## src/rtl/smc_pkg.sv

```systemverilog
package smc_pkg;
  typedef enum logic {
    DIR_OVER  = 1'b0,
    DIR_UNDER = 1'b1
  } dir_e;
endpackage

```

## src/rtl/smc_arith.sv

```systemverilog
module smc_arith #(
  parameter int ARG_W  = 8,
  parameter int CALC_W = ARG_W + 2
) (
  input  logic [ARG_W-1:0]         arg_a,
  input  logic [ARG_W-1:0]         arg_b,
  input  logic                     add_sel,
  input  logic                     abs_mode,
  output logic [ARG_W-1:0]         op_sm,
  output logic signed [CALC_W-1:0] eff_o
);
  localparam int MAG_W   = ARG_W - 1;
  localparam int MAG_MAX = (1 << MAG_W) - 1;
  localparam int PAD_W   = CALC_W - MAG_W;

  logic signed [CALC_W-1:0] mag_a, mag_b, val_a, val_b, sum, sum_abs;
  logic [MAG_W-1:0]         sat_mag;

  always_comb begin
    mag_a   = $signed({{PAD_W{1'b0}}, arg_a[MAG_W-1:0]});
    mag_b   = $signed({{PAD_W{1'b0}}, arg_b[MAG_W-1:0]});
    val_a   = arg_a[ARG_W-1] ? -mag_a : mag_a;
    val_b   = arg_b[ARG_W-1] ? -mag_b : mag_b;
    sum     = add_sel ? (val_a + val_b) : (val_a - val_b);
    sum_abs = (sum < 0) ? -sum : sum;
    eff_o   = abs_mode ? sum_abs : sum;
    sat_mag = (sum_abs > MAG_MAX) ? MAG_MAX[MAG_W-1:0] : sum_abs[MAG_W-1:0];
    op_sm   = {(sum < 0), sat_mag};
  end


  always_comb begin
    opval_no_negzero_chk: assert (!(op_sm[ARG_W-1] && (op_sm[MAG_W-1:0] == '0)));
  end
endmodule

```

## src/rtl/smc_detect.sv

```systemverilog
module smc_detect
  import smc_pkg::*;
#(
  parameter int CALC_W = 10,
  parameter int THR_W  = 10,
  parameter int CMP_W  = THR_W + 2
) (
  input  logic                     clk,
  input  logic                     rst_n,
  input  logic                     block_i,
  input  dir_e                     dir_i,
  input  logic signed [CALC_W-1:0] eff_i,
  input  logic signed [THR_W-1:0]  pick_lvl,
  input  logic signed [THR_W-1:0]  hyst,
  output logic                     cond_o
);
  logic signed [CMP_W-1:0] eff_x, pk_x, hy_x, drop_lvl, use_lvl;
  logic picked_q, picked_d;

  always_comb begin
    eff_x    = CMP_W'(eff_i);
    pk_x     = CMP_W'(pick_lvl);
    hy_x     = CMP_W'(hyst);
    drop_lvl = (dir_i == DIR_UNDER) ? (pk_x + hy_x) : (pk_x - hy_x);
    use_lvl  = picked_q ? drop_lvl : pk_x;
    cond_o   = (dir_i == DIR_UNDER) ? (eff_x < use_lvl) : (eff_x > use_lvl);
    picked_d = block_i ? 1'b0 : cond_o;
  end

  always_ff @(posedge clk or negedge rst_n) begin
    if (!rst_n) picked_q <= 1'b0;
    else        picked_q <= picked_d;
  end


  drop_clears_state_chk: assert property (@(posedge clk) disable iff (!rst_n)
    (picked_q && !cond_o) |=> !picked_q);
endmodule

```

## src/rtl/smc_timer.sv

```systemverilog
module smc_timer #(
  parameter int CNT_W = 16
) (
  input  logic             clk,
  input  logic             rst_n,
  input  logic             tick_i,
  input  logic             cond_i,
  input  logic             block_i,
  input  logic [CNT_W-1:0] pk_dly,
  input  logic [CNT_W-1:0] rs_dly,
  output logic             op_o
);
  logic             op_q, op_d;
  logic [CNT_W-1:0] cnt_q, cnt_d;

  always_comb begin
    op_d  = op_q;
    cnt_d = cnt_q;
    if (block_i) begin
      op_d  = 1'b0;
      cnt_d = '0;
    end else if (!op_q) begin
      if (!cond_i) cnt_d = '0;
      else if (tick_i) begin
        if (cnt_q >= pk_dly) begin
          op_d  = 1'b1;
          cnt_d = '0;
        end else cnt_d = cnt_q + 1'b1;
      end
    end else begin
      if (cond_i) cnt_d = '0;
      else if (tick_i) begin
        if (cnt_q >= rs_dly) begin
          op_d  = 1'b0;
          cnt_d = '0;
        end else cnt_d = cnt_q + 1'b1;
      end
    end
  end

  always_ff @(posedge clk or negedge rst_n) begin
    if (!rst_n) begin
      op_q  <= 1'b0;
      cnt_q <= '0;
    end else begin
      op_q  <= op_d;
      cnt_q <= cnt_d;
    end
  end

  assign op_o = op_q;


  rise_needs_tick_chk: assert property (@(posedge clk) disable iff (!rst_n)
    $rose(op_q) |-> $past(tick_i && cond_i && !block_i));

  fall_needs_tick_chk: assert property (@(posedge clk) disable iff (!rst_n)
    ($fell(op_q) && !$past(block_i)) |-> $past(tick_i && !cond_i));

  block_clears_op_chk: assert property (@(posedge clk) disable iff (!rst_n)
    block_i |=> !op_q);
endmodule

```

## src/rtl/smc_top.sv

```systemverilog
module smc_top
  import smc_pkg::*;
#(
  parameter int ARG_W = 8,
  parameter int THR_W = 10,
  parameter int CNT_W = 16
) (
  input  logic             clk,
  input  logic             rst_n,
  input  logic             tick_en,
  input  logic [ARG_W-1:0] arg_a,
  input  logic [ARG_W-1:0] arg_b,
  input  logic             add_sel,
  input  logic             abs_mode,
  input  logic             dir_under,
  input  logic [THR_W-1:0] pick_lvl,
  input  logic [THR_W-1:0] hyst,
  input  logic [CNT_W-1:0] pkp_dly,
  input  logic [CNT_W-1:0] rst_dly,
  input  logic             block_in,
  output logic [ARG_W-1:0] opval_o,
  output logic             pickup_o,
  output logic             operate_o
);
  localparam int CALC_W = ARG_W + 2;

  logic signed [CALC_W-1:0] eff;
  logic cond;
  dir_e dir;

  assign dir = dir_under ? DIR_UNDER : DIR_OVER;

  smc_arith #(.ARG_W(ARG_W), .CALC_W(CALC_W)) arith_i (
    .arg_a(arg_a), .arg_b(arg_b), .add_sel(add_sel), .abs_mode(abs_mode),
    .op_sm(opval_o), .eff_o(eff)
  );

  smc_detect #(.CALC_W(CALC_W), .THR_W(THR_W)) detect_i (
    .clk(clk), .rst_n(rst_n), .block_i(block_in), .dir_i(dir), .eff_i(eff),
    .pick_lvl($signed(pick_lvl)), .hyst($signed(hyst)), .cond_o(cond)
  );

  smc_timer #(.CNT_W(CNT_W)) timer_i (
    .clk(clk), .rst_n(rst_n), .tick_i(tick_en), .cond_i(cond),
    .block_i(block_in), .pk_dly(pkp_dly), .rs_dly(rst_dly), .op_o(operate_o)
  );

  assign pickup_o = cond & ~block_in & rst_n;


  always_comb begin
    if (block_in) blocked_no_pickup_chk: assert (!pickup_o);
  end
endmodule

```

## config.mk

```make
export PLATFORM = sky130hd
export DESIGN_NAME = smc_top
export DESIGN_NICKNAME = d
export VERILOG_FILES = /design/src/rtl/smc_pkg.sv /design/src/rtl/smc_arith.sv /design/src/rtl/smc_detect.sv /design/src/rtl/smc_timer.sv /design/src/rtl/smc_top.sv
export SDC_FILE = /design/constraint.sdc
export NUM_CORES = 1
export LEC_CHECK = 0
export ABC_AREA = 1
export BUFFER_PORTS_ARGS = -buffer_cell sky130_fd_sc_hd__buf_2
export CORE_UTILIZATION = 50
export CTS_BUF_LIST = sky130_fd_sc_hd__clkbuf_2
export CTS_CLUSTER_SIZE = 28
export DETAILED_ROUTE_END_ITERATION = 8
export GPL_ROUTABILITY_DRIVEN = 0
export GPL_TIMING_DRIVEN = 0
export HOLD_SLACK_MARGIN = 0.03
export MAX_ROUTING_LAYER = met4
export PLACE_DENSITY_LB_ADDON = 0.2
export SYNTH_ARGS = -nofsm -noshare
export SYNTH_HDL_FRONTEND = slang
export SYNTH_SLANG_ARGS = --single-unit
```

## constraint.sdc

```tcl
create_clock -name clk -period 4.88 [get_ports clk]
set_input_delay 0.488 -clock clk [delete_from_list [all_inputs] [get_ports clk]]
set_output_delay 0.488 -clock clk [all_outputs]
set_load 0.05 [all_outputs]
```

# [Word-level counts from Yosys, hierarchy flattened]
# Cells that the tools add are included.
[totals] ff_bits=18 output_inout_bits=10 wordCells=50
[op_classes] addsub=8 n_lt_le_gt_ge=6 eq_ne=2 muxes=27 bitwise_logic=3 reduce_logical=1
[ops] cell="16-bit two-way mux" n=8
[ops] cell="10-bit two-way mux" n=5
[ops] cell="16-bit >= comparator" n=2
[ops] cell="12-bit two-way mux" n=2
[ops] cell="7-bit negation with 10-bit output" n=2
[ops] cell="16-bit by 1-bit adder with 16-bit output (second input constant)" n=1
[ops] cell="10-bit by 12-bit greater-than comparator with 1-bit output" n=1
[ops] cell="10-bit by 12-bit less-than comparator with 1-bit output" n=1
[ops] cell="10-bit by 10-bit adder with 11-bit output" n=1
[ops] cell="1-bit two-way mux" n=11
[ops] cell="10-bit by 10-bit subtractor with 11-bit output" n=1
[ops] cell="10-bit adder" n=1
[ops] cell="10-bit by 8-bit greater-than comparator with 1-bit output (second input constant)" n=1
[ops] cell="10-bit by 1-bit less-than comparator with 1-bit output (second input constant)" n=1
[ops] cell="10-bit negation" n=1
[ops] cell="10-bit subtractor" n=1
[ops] cell="7-bit two-way mux" n=1
[ops] cell="4-bit by 3-bit != test with 1-bit output (second input constant)" n=1
[ops] cell="4-bit != test (second input constant)" n=1
[ops] cell="1-bit bitwise AND" n=2
[ops] cell="2-bit AND reduction" n=1
[ops] cell="1-bit NOT" n=1

# [Depth between registers and ports, before layout]
# Gate-level depths: netlist of the first run.
[depth] word_depth=12 mapped_depth=43

# [Hierarchy]
# From an unflattened synthesis of the first run, not the netlist that was laid out.
[unflattened] hier_cells=776 area_unflattened_um2=4703.3
[by_module_without_submodules] mod="smc_timer" instances=1 cells_each=303 area_each_um2=1943.1
[by_module_without_submodules] mod="smc_arith" instances=1 cells_each=255 area_each_um2=1483.9
[by_module_without_submodules] mod="smc_detect" instances=1 cells_each=216 area_each_um2=1266.2
[by_module_without_submodules] mod="smc_top" instances=1 cells_each=2 area_each_um2=10.0

# [Worst setup path after synthesis of the first run]
# OpenSTA, ideal clock, no wires.
[synth_path] path_kind="input to output" from="input port arg_b[0]" to="output port pickup_o" arrival_ps=5025 required_time_ps=4392 setup_slack_ps=-633 cell_stages=35 n_path_buf=1 cell_sequence="inv_1 ha_1 inv_2 nand2_1 nand2_1 nand2_1 nand4_1 nor2_1 nand2_1 nand2_1 xor2_1 inv_1 ha_1 inv_1 o21ai_0 a21oi_1 nand2_1 a31oi_1 nand3_2 nand2_4 inv_1 nor2_1 xor2_1 o21ai_0 ha_1 nand2_1 inv_1 nand2_1 o211ai_1 nand4_1 nand4_1 nand3b_1 nand2_2 buf_4 and3_1"
[synth_via] elab_chain_len=11
[synth_rtl] item="from (decl)" line="smc_top.sv:12" text="input logic [ARG_W-1:0] arg_b,"
[synth_rtl] item="7-bit negation with 10-bit output" line="smc_arith.sv:23" text="val_b = arg_b[ARG_W-1] ? -mag_b : mag_b;"
[synth_rtl] item="10-bit two-way mux (*)" line="smc_arith.sv:23"
[synth_rtl] item="10-bit subtractor or 10-bit adder (tied branches)" line="smc_arith.sv:24" text="sum = add_sel ? (val_a + val_b) : (val_a - val_b);"
[synth_rtl] item="10-bit two-way mux (*)" line="smc_arith.sv:24"
[synth_rtl] item="10-bit by 1-bit less-than comparator with 1-bit output (*)"
[synth_rtl] item="named net opval_o[7]" line="smc_top.sv:21" text="output logic [ARG_W-1:0] opval_o,"
[synth_rtl] item="10-bit two-way mux (*)" line="smc_arith.sv:25" text="sum_abs = (sum < 0) ? -sum : sum;"
[synth_rtl] item="10-bit two-way mux (*)" line="smc_arith.sv:26" text="eff_o = abs_mode ? sum_abs : sum;"
[synth_rtl] item="10-bit by 12-bit greater-than comparator with 1-bit output or 10-bit by 12-bit less-than comparator with 1-bit output (tied branches)" line="smc_detect.sv:26" text="cond_o = (dir_i == DIR_UNDER) ? (eff_x < use_lvl) : (eff_x > use_lvl);"
[synth_rtl] item="1-bit two-way mux (*)" line="smc_detect.sv:26"
[synth_rtl] item="1-bit bitwise AND (*) (2 in a row)" line="smc_top.sv:48" text="assign pickup_o = cond & ~block_in & rst_n;"
[synth_rtl] item="to (decl)" line="smc_top.sv:22" text="output logic pickup_o,"
# The timed path passes the listed nets; every way through them passes the cells marked *.

# [Worst setup path after layout of the first run]
[layout_path] from="input port arg_b[0]" to="output port pickup_o"
[layout_via] elab_chain_len=11
[layout_rtl] item="7-bit negation with 10-bit output" line="smc_arith.sv:23"
[layout_rtl] item="10-bit two-way mux (*)" line="smc_arith.sv:23"
[layout_rtl] item="10-bit subtractor or 10-bit adder (tied branches)" line="smc_arith.sv:24"
[layout_rtl] item="10-bit two-way mux (*)" line="smc_arith.sv:24"
[layout_rtl] item="10-bit negation or 10-bit by 1-bit less-than comparator with 1-bit output (tied branches)" line="smc_arith.sv:25"
[layout_rtl] item="10-bit two-way mux" line="smc_arith.sv:25"
[layout_rtl] item="10-bit two-way mux (*)" line="smc_arith.sv:26"
[layout_rtl] item="10-bit by 12-bit greater-than comparator with 1-bit output or 10-bit by 12-bit less-than comparator with 1-bit output (tied branches)" line="smc_detect.sv:26"
[layout_rtl] item="1-bit two-way mux (*)" line="smc_detect.sv:26"
[layout_rtl] item="1-bit bitwise AND (*) (2 in a row)" line="smc_top.sv:48"
# Mark *: on every way between the ends. The rest lies on a longest branch, timed or not.

==> results of run 1 <==
[stage by stage]
step | area [µm²] | std cells
global placement | 5680 | 1034
finish | 6160 | 1068
floorplan | 5100 | 818
detailed placement | 5680 | 1034
CTS | 5900 | 1056
global route | 6160 | 1068
[timing repair]
| action | in CTS | in global routing |
|---|---|---|
| gates cloned | 0 | 2 |
| endpoints found under the setup margin | 11 | 22 |
| pin swaps | 18 | 9 |
| hold endpoints to repair | 0 | 0 |
| buffers inserted | 18 | 11 |
| gates resized for setup | 20 | 39 |
[layer usage]
layer | share of wire | track usage | up-vias
li1 | - | - | 2865
met1 | 0.50 | 0.336 | 2361
met4 | 0.0051 | 0.0242 | 0
met2 | 0.46 | 0.374 | 117
met3 | 0.040 | 0.0219 | 8
met5 | 0 | - | -
[power groups by stage]
stage,registers [mW],logic (mW),clock network (mW)
4_1_cts,0.162,1.10,0.0729
3_3_place_gp,0.165,0.999,0
3_5_place_dp,0.165,1.01,0
5_1_grt,0.163,1.35,0.0786
6_report,0.162,1.22,0.0729
2_1_floorplan,0.162,0.805,0
[cells by family (layout without fill, tap and decap cells)]
logic type                 after synthesis  after routing  synth area share
adders and majority gates               67             67             0.171
AOI/OAI and AO/OA                      116            116             0.140
and+or+nand+nor                        424            424             0.397
DFF                                     18             18            0.0902
buffers and inverters                  154            271             0.130
xor gates and xnor gates                38             38            0.0696
muxes                                    1              1           0.00225
[cell type report]
cell class / count / share of cell area
clock inverter: 1 / 0.000610
sequential: 18 / 0.0732
buffer: 16 / 0.0238
inverter: 138 / 0.0864
timing repair buffer: 113 / 0.114
clock buffer: 3 / 0.00244
multi-input combinational: 646 / 0.672
tap: 133 / 0.0270
[cells in the final DEF, fill, tap and decap left out, types with 26 or more instances in the layout]
cell type    n
nand2_1    196
inv_1      124
nor2_1      84
buf_2       84
ha_1        62
nand3_1     47
o21ai_0     30
nand2_2     28
a21oi_1     28
buf_4       27
xor2_1      26
[worst reg2reg max path, delay by kind of cell (launching register included)]
kind / cells / cell delay [ns]
flops: 1 / 0.41
simple gates: 9 / 0.81
compound gates: 3 / 0.50
fa+ha+maj: 1 / 0.33
buf+inv: 6 / 1.18
[worst max-delay path by stage]
stage | start | to | depth (start not counted)
floorplan | arg_b[0] | pickup_o | 34
global placement | arg_b[0] | pickup_o | 37
detailed placement | arg_b[0] | pickup_o | 37
CTS | arg_b[0] | pickup_o | 34
global route | arg_b[0] | pickup_o | 37
finish | arg_b[0] | pickup_o | 36
[registers in the layout, summed over array words and instances, names as in the netlist]
register           cells
timer_i.cnt_q         16
detect_i.picked_q      1
timer_i.op_o           1
==> results.cfg, run 1 <==
[run_status]
status = finished, violations left
violations = setup timing

[sta]
tns_ns = -0.366
worst_slew_pin_slew_ns = 0.829
rsz0062_at_grt = yes
hold_viol = 0
min_period_ns = 5.25
worst_slack_ns = -0.366
finalSetupViolations = 1
slew_headroom = 0.447
hold_slack_ns = 0.0641
period_share = 1.08
finalClockSkew_ns = 0.0156
fmax_mhz = 191
final_max_slew_viol_count = 0

[routing]
wl_um = 12300
drtAntennaViolNets = 0
first_pass_iters = 4
vias_per_cell = 5.01
wl_per_cell_um = 11.5
dr.first_iter.drc_count = 287
drc = 0
vias = 5351

[cts]
cts.sinks = 18
path_clk_slew_ns = 0.21
cts_buffers = 3
cts_root_buf = clkbuf_2
htreeDepth = 1
tritoncts = done
worstSkewPairLatency_ns = 0.33
hold_buffers = 0
cts.path.max_buffers = 2

[critical_path]
worst_path_most_repeated_cell = inv_1
cp_slowest_stage_delay_ns = 0.29
cp_slowest_cell = ha_4
reg2reg_slack_ns = 1.60
required_ns = 4.39
crit_family = simple AND/OR/NAND/NOR gates
path_class = in2out
setup.worst_path.end_class = output port
reg2reg_to = timer_i.cnt_q[5]
start_kind = primary input
arrival_ns = 4.76
worst_r2r_startpoint = detect_i.picked_q
path_buf_inv = 11
path_max_fanout = 4
ff2ff_path_depth = 19

[final_layout]
num-fill-cells = 958
fin_util = 0.633
diodes = 0
seqCellArea_um2 = 450
area_growth_pct = 23.3
layout.nets = 1078
multiInputGateArea_mm2 = 0.00414
final_layout_size_suffix_gt1_frac = 0.259

[global_routing]
grt_pass1_wl_um = 19500
grt-ovfl-total = 0
antenna_found_initial = 0
grt.total_usage = 0.236
grt_pass1_vias = 4428
grt_max_degree = 20

[floorplan]
die_h_um = 102
die_area_mm2 = 0.0104
placement_rows = 36
pin_count = 85
initial_utilization = 0.513
core_mm2 = 0.00973
die_x_um = 102

[synthesis]
ys_types = 51
ys_async_sr_fraction = 1.00
ys_ff_latch = 18
synth_edf_count = 0
synth_ff_type = dfrtp_1
yosys_warnings = 0
synth.most_common_cell = nand2_1
avgSynthCellArea_um2 = 6.11
synthTopCellsByCount = 207 x nand2_1, 132 x inv_1, 87 x nor2_1, 65 x ha_1, 50 x nand3_1
synth_seq_area_share = 0.0902
synth_cells = 818
synth_area_mm2 = 0.00499
syn_nets = 960
synth_area_leader_cell = ha_1
synth_top_cell_area_share = 0.163
synth_area_leaders = ha_1 16%, nand2_1 16%, inv_1 9.9%

[power]
p_per_area_mw_per_mm2 = 236
clockPowerShare = 0.050
finalPower_mw = 1.45
p_sw_mw = 0.800
vdd_drop_max_v = 0.000175
combPwrFrac = 0.838
p_int_mw = 0.651
pwr-share-seq = 0.112
p_leak_nw = 3.24
netSwitchingFraction = 0.552

[placement]
port-buffer-count = 83
dp_hpwl_um = 9370
place_ws_ns = -0.870

[run]
cap_violations = 0

[hold_path]
hold_class = in2async
Power figures use the tool's default switching activity.
==> run 2: changes to the inputs <==
==> constraint.sdc (replaced) <==
create_clock -name clk -period 4.88 [get_ports clk]
set_input_delay 0.976 -clock clk [delete_from_list [all_inputs] [get_ports clk]]
set_output_delay 0.976 -clock clk [all_outputs]
set_load 0.05 [all_outputs]
==> results.cfg, run 2 (same netlist as run 1, synthesis figures left out) <==
[critical_path]
path_max_fanout = 7
path_class = in2out
cp_slowest_stage_delay_ns = 0.35
worst_path_most_repeated_cell = nand2_2
required_ns = 3.90
crit_family = simple AND/OR/NAND/NOR gates
setup.worst_path.end_class = output port
start_kind = primary input
arrival_ns = 5.25
path_buf_inv = 7
cp_slowest_cell = ha_1

[routing]
wl_um = 12600
drtAntennaViolNets = 0
first_pass_iters = 5
vias = 5374
drc = 0
dr.first_iter.drc_count = 241
vias_per_cell = 5.02
wl_per_cell_um = 11.8

[cts]
hold_buffers = 0
tritoncts = done
htreeDepth = 1
cts_root_buf = clkbuf_2
cts_buffers = 3
cts.sinks = 18
cts.path.max_buffers = 2
worstSkewPairLatency_ns = 0.33
path_clk_slew_ns = 0.20

[global_routing]
grt_pass1_wl_um = 19900
grt_pass1_vias = 4575
antenna_found_initial = 0
grt_max_degree = 20
grt-ovfl-total = 0
grt.total_usage = 0.239

[sta]
min_period_ns = 6.23
hold_viol = 0
slew_headroom = 0.452
worst_slew_pin_slew_ns = 0.821
worst_slack_ns = -1.35
fmax_mhz = 161
hold_slack_ns = 0.552
rsz0062_at_grt = yes
period_share = 1.28
final_max_slew_viol_count = 0
finalSetupViolations = 26
tns_ns = -14.61
finalClockSkew_ns = 0.0241

[final_layout]
final_cell_mix = 169 x nand2_1, 121 x inv_1, 83 x nor2_1
area_growth_pct = 28.9
layout.nets = 1081
final_layout_size_suffix_gt1_frac = 0.305
diodes = 0
regMostFlops = timer_i.cnt_q
num-fill-cells = 907
layout_commonest_cell = nand2_1
multiInputGateArea_mm2 = 0.00433
seqCellArea_um2 = 450
largest_reg_flops = 16
fin_cells = 1070

[floorplan]
initial_utilization = 0.513
die_x_um = 102
die_area_mm2 = 0.0104
core_mm2 = 0.00973
die_h_um = 102
placement_rows = 36
pin_count = 85

[run_status]
status = finished, violations left
violations = setup timing

[hold_path]
hold_class = in2async

[placement]
dp_cells = 1034
place_ws_ns = -1.87
dp_hpwl_um = 9480
port-buffer-count = 83

[power]
p_leak_nw = 3.31
p_per_area_mw_per_mm2 = 253
vdd_drop_max_v = 0.000197
finalPower_mw = 1.63

[run]
cap_violations = 0
## run 2: final cells by class
type,instances,area share
Buffer,16,0.0227
Clock buffer,3,0.00233
Inverter,138,0.0837
Multi-Input combinational cell,646,0.672
Sequential cell,18,0.0699
Tap cell,133,0.0258
Timing Repair Buffer,116,0.123
## run 2: worst register-to-register path, delay by kind of cell (launching register included)
family                   cells  cell delay (ns)
AO/OA/AOI/OAI                3             0.55
buffers and inverters        9             1.42
adder cells (fa/ha/maj)      1             0.33
AND/OR/NAND/NOR              9             0.72
flip-flops                   1             0.41
## run 2: layer usage
layer / global-route usage / up-vias / share of wire
met3: 0.0178 / 14 / 0.040
li1: - / 2876 / -
met1: 0.321 / 2353 / 0.47
met4: 0.0319 / 0 / 0.010
met5: - / - / 0
met2: 0.403 / 131 / 0.47
## run 2: worst paths after layout
check | from | to | slack, ns | depth (start not counted)
worst min register to register | timer_i.cnt_q[6] | timer_i.cnt_q[6] | 0.61 | 2
worst max register to register | detect_i.picked_q | timer_i.cnt_q[11] | 1.40 | 22
min in group clk | timer_i.cnt_q[6] | timer_i.cnt_q[6] | 0.61 | 2
worst min-delay path | rst_n | timer_i.cnt_q[3] | 0.55 | 1
worst max-delay path | arg_b[0] | pickup_o | -1.35 | 31
max in group asynchronous | rst_n | timer_i.cnt_q[7] | 3.98 | 1
## run 2: stage by stage
step / utilization / area, µm²
2_1_floorplan: - / 5120
3_3_place_gp: 0.586 / 5700
3_5_place_dp: 0.586 / 5700
4_1_cts: 0.617 / 6000
5_1_grt: 0.662 / 6440
6_report: 0.662 / 6440
## run 2: where the power goes
group	internal [mW]	total, mW	leakage (nW)	switching, mW
logic	0.589	1.40	3.04	0.810
registers	0.154	0.161	0.249	0.00701
clock network	0.0167	0.0689	0.0125	0.0522
## run 2: what timing repair did
item | 4_1_cts | 5_1_grt
setup buffers | 25 | 12
gates resized for setup | 23 | 109
cloned | 0 | 2
pin swaps | 20 | 54
endpoints found under the setup margin | 26 | 26
hold endpoints to repair | 0 | 0
==> run 3: changes to the inputs <==
--- a/config.mk
+++ b/config.mk
@@ -16,6 +16,7 @@
 export HOLD_SLACK_MARGIN = 0.03
 export MAX_ROUTING_LAYER = met4
 export PLACE_DENSITY_LB_ADDON = 0.2
+export SETUP_SLACK_MARGIN = 0.4
 export SYNTH_ARGS = -nofsm -noshare
 export SYNTH_HDL_FRONTEND = slang
 export SYNTH_SLANG_ARGS = --single-unit
==> results.cfg, run 3 (same netlist as run 1, synthesis figures left out) <==
[run_status]
status = finished, violations left
violations = setup timing

[global_routing]
grt_max_degree = 20
grt-ovfl-total = 0
antenna_found_initial = 0
grt_pass1_wl_um = 20900
grt_pass1_vias = 4854
grt.total_usage = 0.252

[routing]
dr.first_iter.drc_count = 235
wl_um = 12200
vias = 5324
wl_per_cell_um = 11.4
drc = 0
drtAntennaViolNets = 0
first_pass_iters = 7
vias_per_cell = 4.95

[critical_path]
required_ns = 3.90
ff2ff_path_depth = 27
worst_path_most_repeated_cell = nand2_2
reg2reg_to = timer_i.op_o
reg2reg_slack_ns = 0.93
setup.worst_path.end_class = output port
arrival_ns = 5.25
crit_end = pickup_o
start_kind = primary input
crit_start = arg_b[0]
path_max_fanout = 8
cp_slowest_cell = ha_1
path_class = in2out
cp_slowest_stage_delay_ns = 0.29
worst_r2r_startpoint = detect_i.picked_q

[final_layout]
multiInputGateArea_mm2 = 0.00421
largest_reg_flops = 16
final_layout_size_suffix_gt1_frac = 0.280
layout.nets = 1085
area_growth_pct = 27.0
final_cell_mix = 186 x nand2_1, 125 x inv_1, 84 x nor2_1
fin_util = 0.652
seqCellArea_um2 = 450
regMostFlops = timer_i.cnt_q
fin_area_mm2 = 0.00634
diodes = 0
num-fill-cells = 938
layout_commonest_cell = nand2_1

[hold_path]
hold_class = in2async

[power]
vdd_drop_max_v = 0.000180
pwr-share-seq = 0.107
netSwitchingFraction = 0.542
p_per_area_mw_per_mm2 = 239
p_int_mw = 0.693
combPwrFrac = 0.845
clockPowerShare = 0.048
p_sw_mw = 0.820
p_leak_nw = 3.29

[floorplan]
die_area_mm2 = 0.0104
pin_count = 85
die_x_um = 102
initial_utilization = 0.513
die_h_um = 102
placement_rows = 36
core_mm2 = 0.00973

[cts]
worstSkewPairLatency_ns = 0.33
path_clk_slew_ns = 0.20
cts.sinks = 18
htreeDepth = 1
cts_root_buf = clkbuf_2
cts.path.max_buffers = 2
cts_buffers = 3
tritoncts = done

[sta]
fmax_mhz = 161
final_max_slew_viol_count = 0
worst_slew_pin_slew_ns = 0.974
finalSetupViolations = 26
slew_headroom = 0.348
worst_slack_ns = -1.35
rsz0062_at_grt = yes
finalClockSkew_ns = 0.00353
min_period_ns = 6.23
hold_viol = 0
period_share = 1.28

[placement]
port-buffer-count = 83
place_area_mm2 = 0.00570
dp_hpwl_um = 9400

[run]
cap_violations = 0
-- run 3: worst min-delay path by stage --
stage,from,endpoint,depth (start not counted)
2_1_floorplan,timer_i.cnt_q[14],timer_i.cnt_q[14],2
3_3_place_gp,timer_i.cnt_q[5],timer_i.cnt_q[5],2
3_5_place_dp,timer_i.cnt_q[4],timer_i.cnt_q[4],2
4_1_cts,rst_n,timer_i.cnt_q[3],1
5_1_grt,rst_n,timer_i.cnt_q[6],1
6_report,rst_n,timer_i.cnt_q[4],1
-- run 3: what timing repair did --
action	CTS	global route
hold endpoints to repair	0	0
resized for setup	61	19
cloned	2	0
setup endpoints to repair	27	27
buffers inserted	31	4
pin swaps	26	27
hold buffers	0	0
-- run 3: final cells by class --
class	instances	share of cell area
Buffer	16	0.0223
Clock buffer	3	0.00237
Timing Repair Buffer	120	0.130
Tap cell	133	0.0262
Multi-Input combinational cell	646	0.663
Clock inverter	1	0.000592
Inverter	138	0.0846
Sequential cell	18	0.0710
-- run 3: per-stage QoR --
stage          hold WS [ns]  setup TNS (ns)  setup WS, ns  total power [mW]  instances
2_1_floorplan         0.528           -6.96         -1.06             0.984        818
3_3_place_gp          0.559          -22.80         -1.85              1.18       1034
3_5_place_dp          0.565          -23.93         -1.88              1.19       1034
4_1_cts               0.567          -25.00         -1.28              1.45       1071
5_1_grt               0.544          -34.57         -1.75              1.66       1075
6_report              0.556          -24.78         -1.35              1.51       1075
-- run 3: worst max-delay path: cells and delay by family --
family / cells / cell delay, ns
compound gates: 4 / 0.64
buf+inv: 9 / 0.75
xor+xnor: 2 / 0.35
simple gates: 18 / 1.84
fa+ha+maj: 3 / 0.71
-- run 3: layer usage --
metal,global-route usage,part of all wire
met1,0.341,0.49
met2,0.407,0.46
met3,0.0267,0.041
met4,0.0473,0.0088
met5,-,0
-- run 3: power groups by stage --
stage / registers, mW / clock network [mW] / logic (mW)
floorplan: 0.162 / 0 / 0.822
detailed placement: 0.164 / 0 / 1.02
finish: 0.162 / 0.0723 / 1.28
CTS: 0.162 / 0.0719 / 1.21
global placement: 0.165 / 0 / 1.01
global route: 0.163 / 0.0809 / 1.42
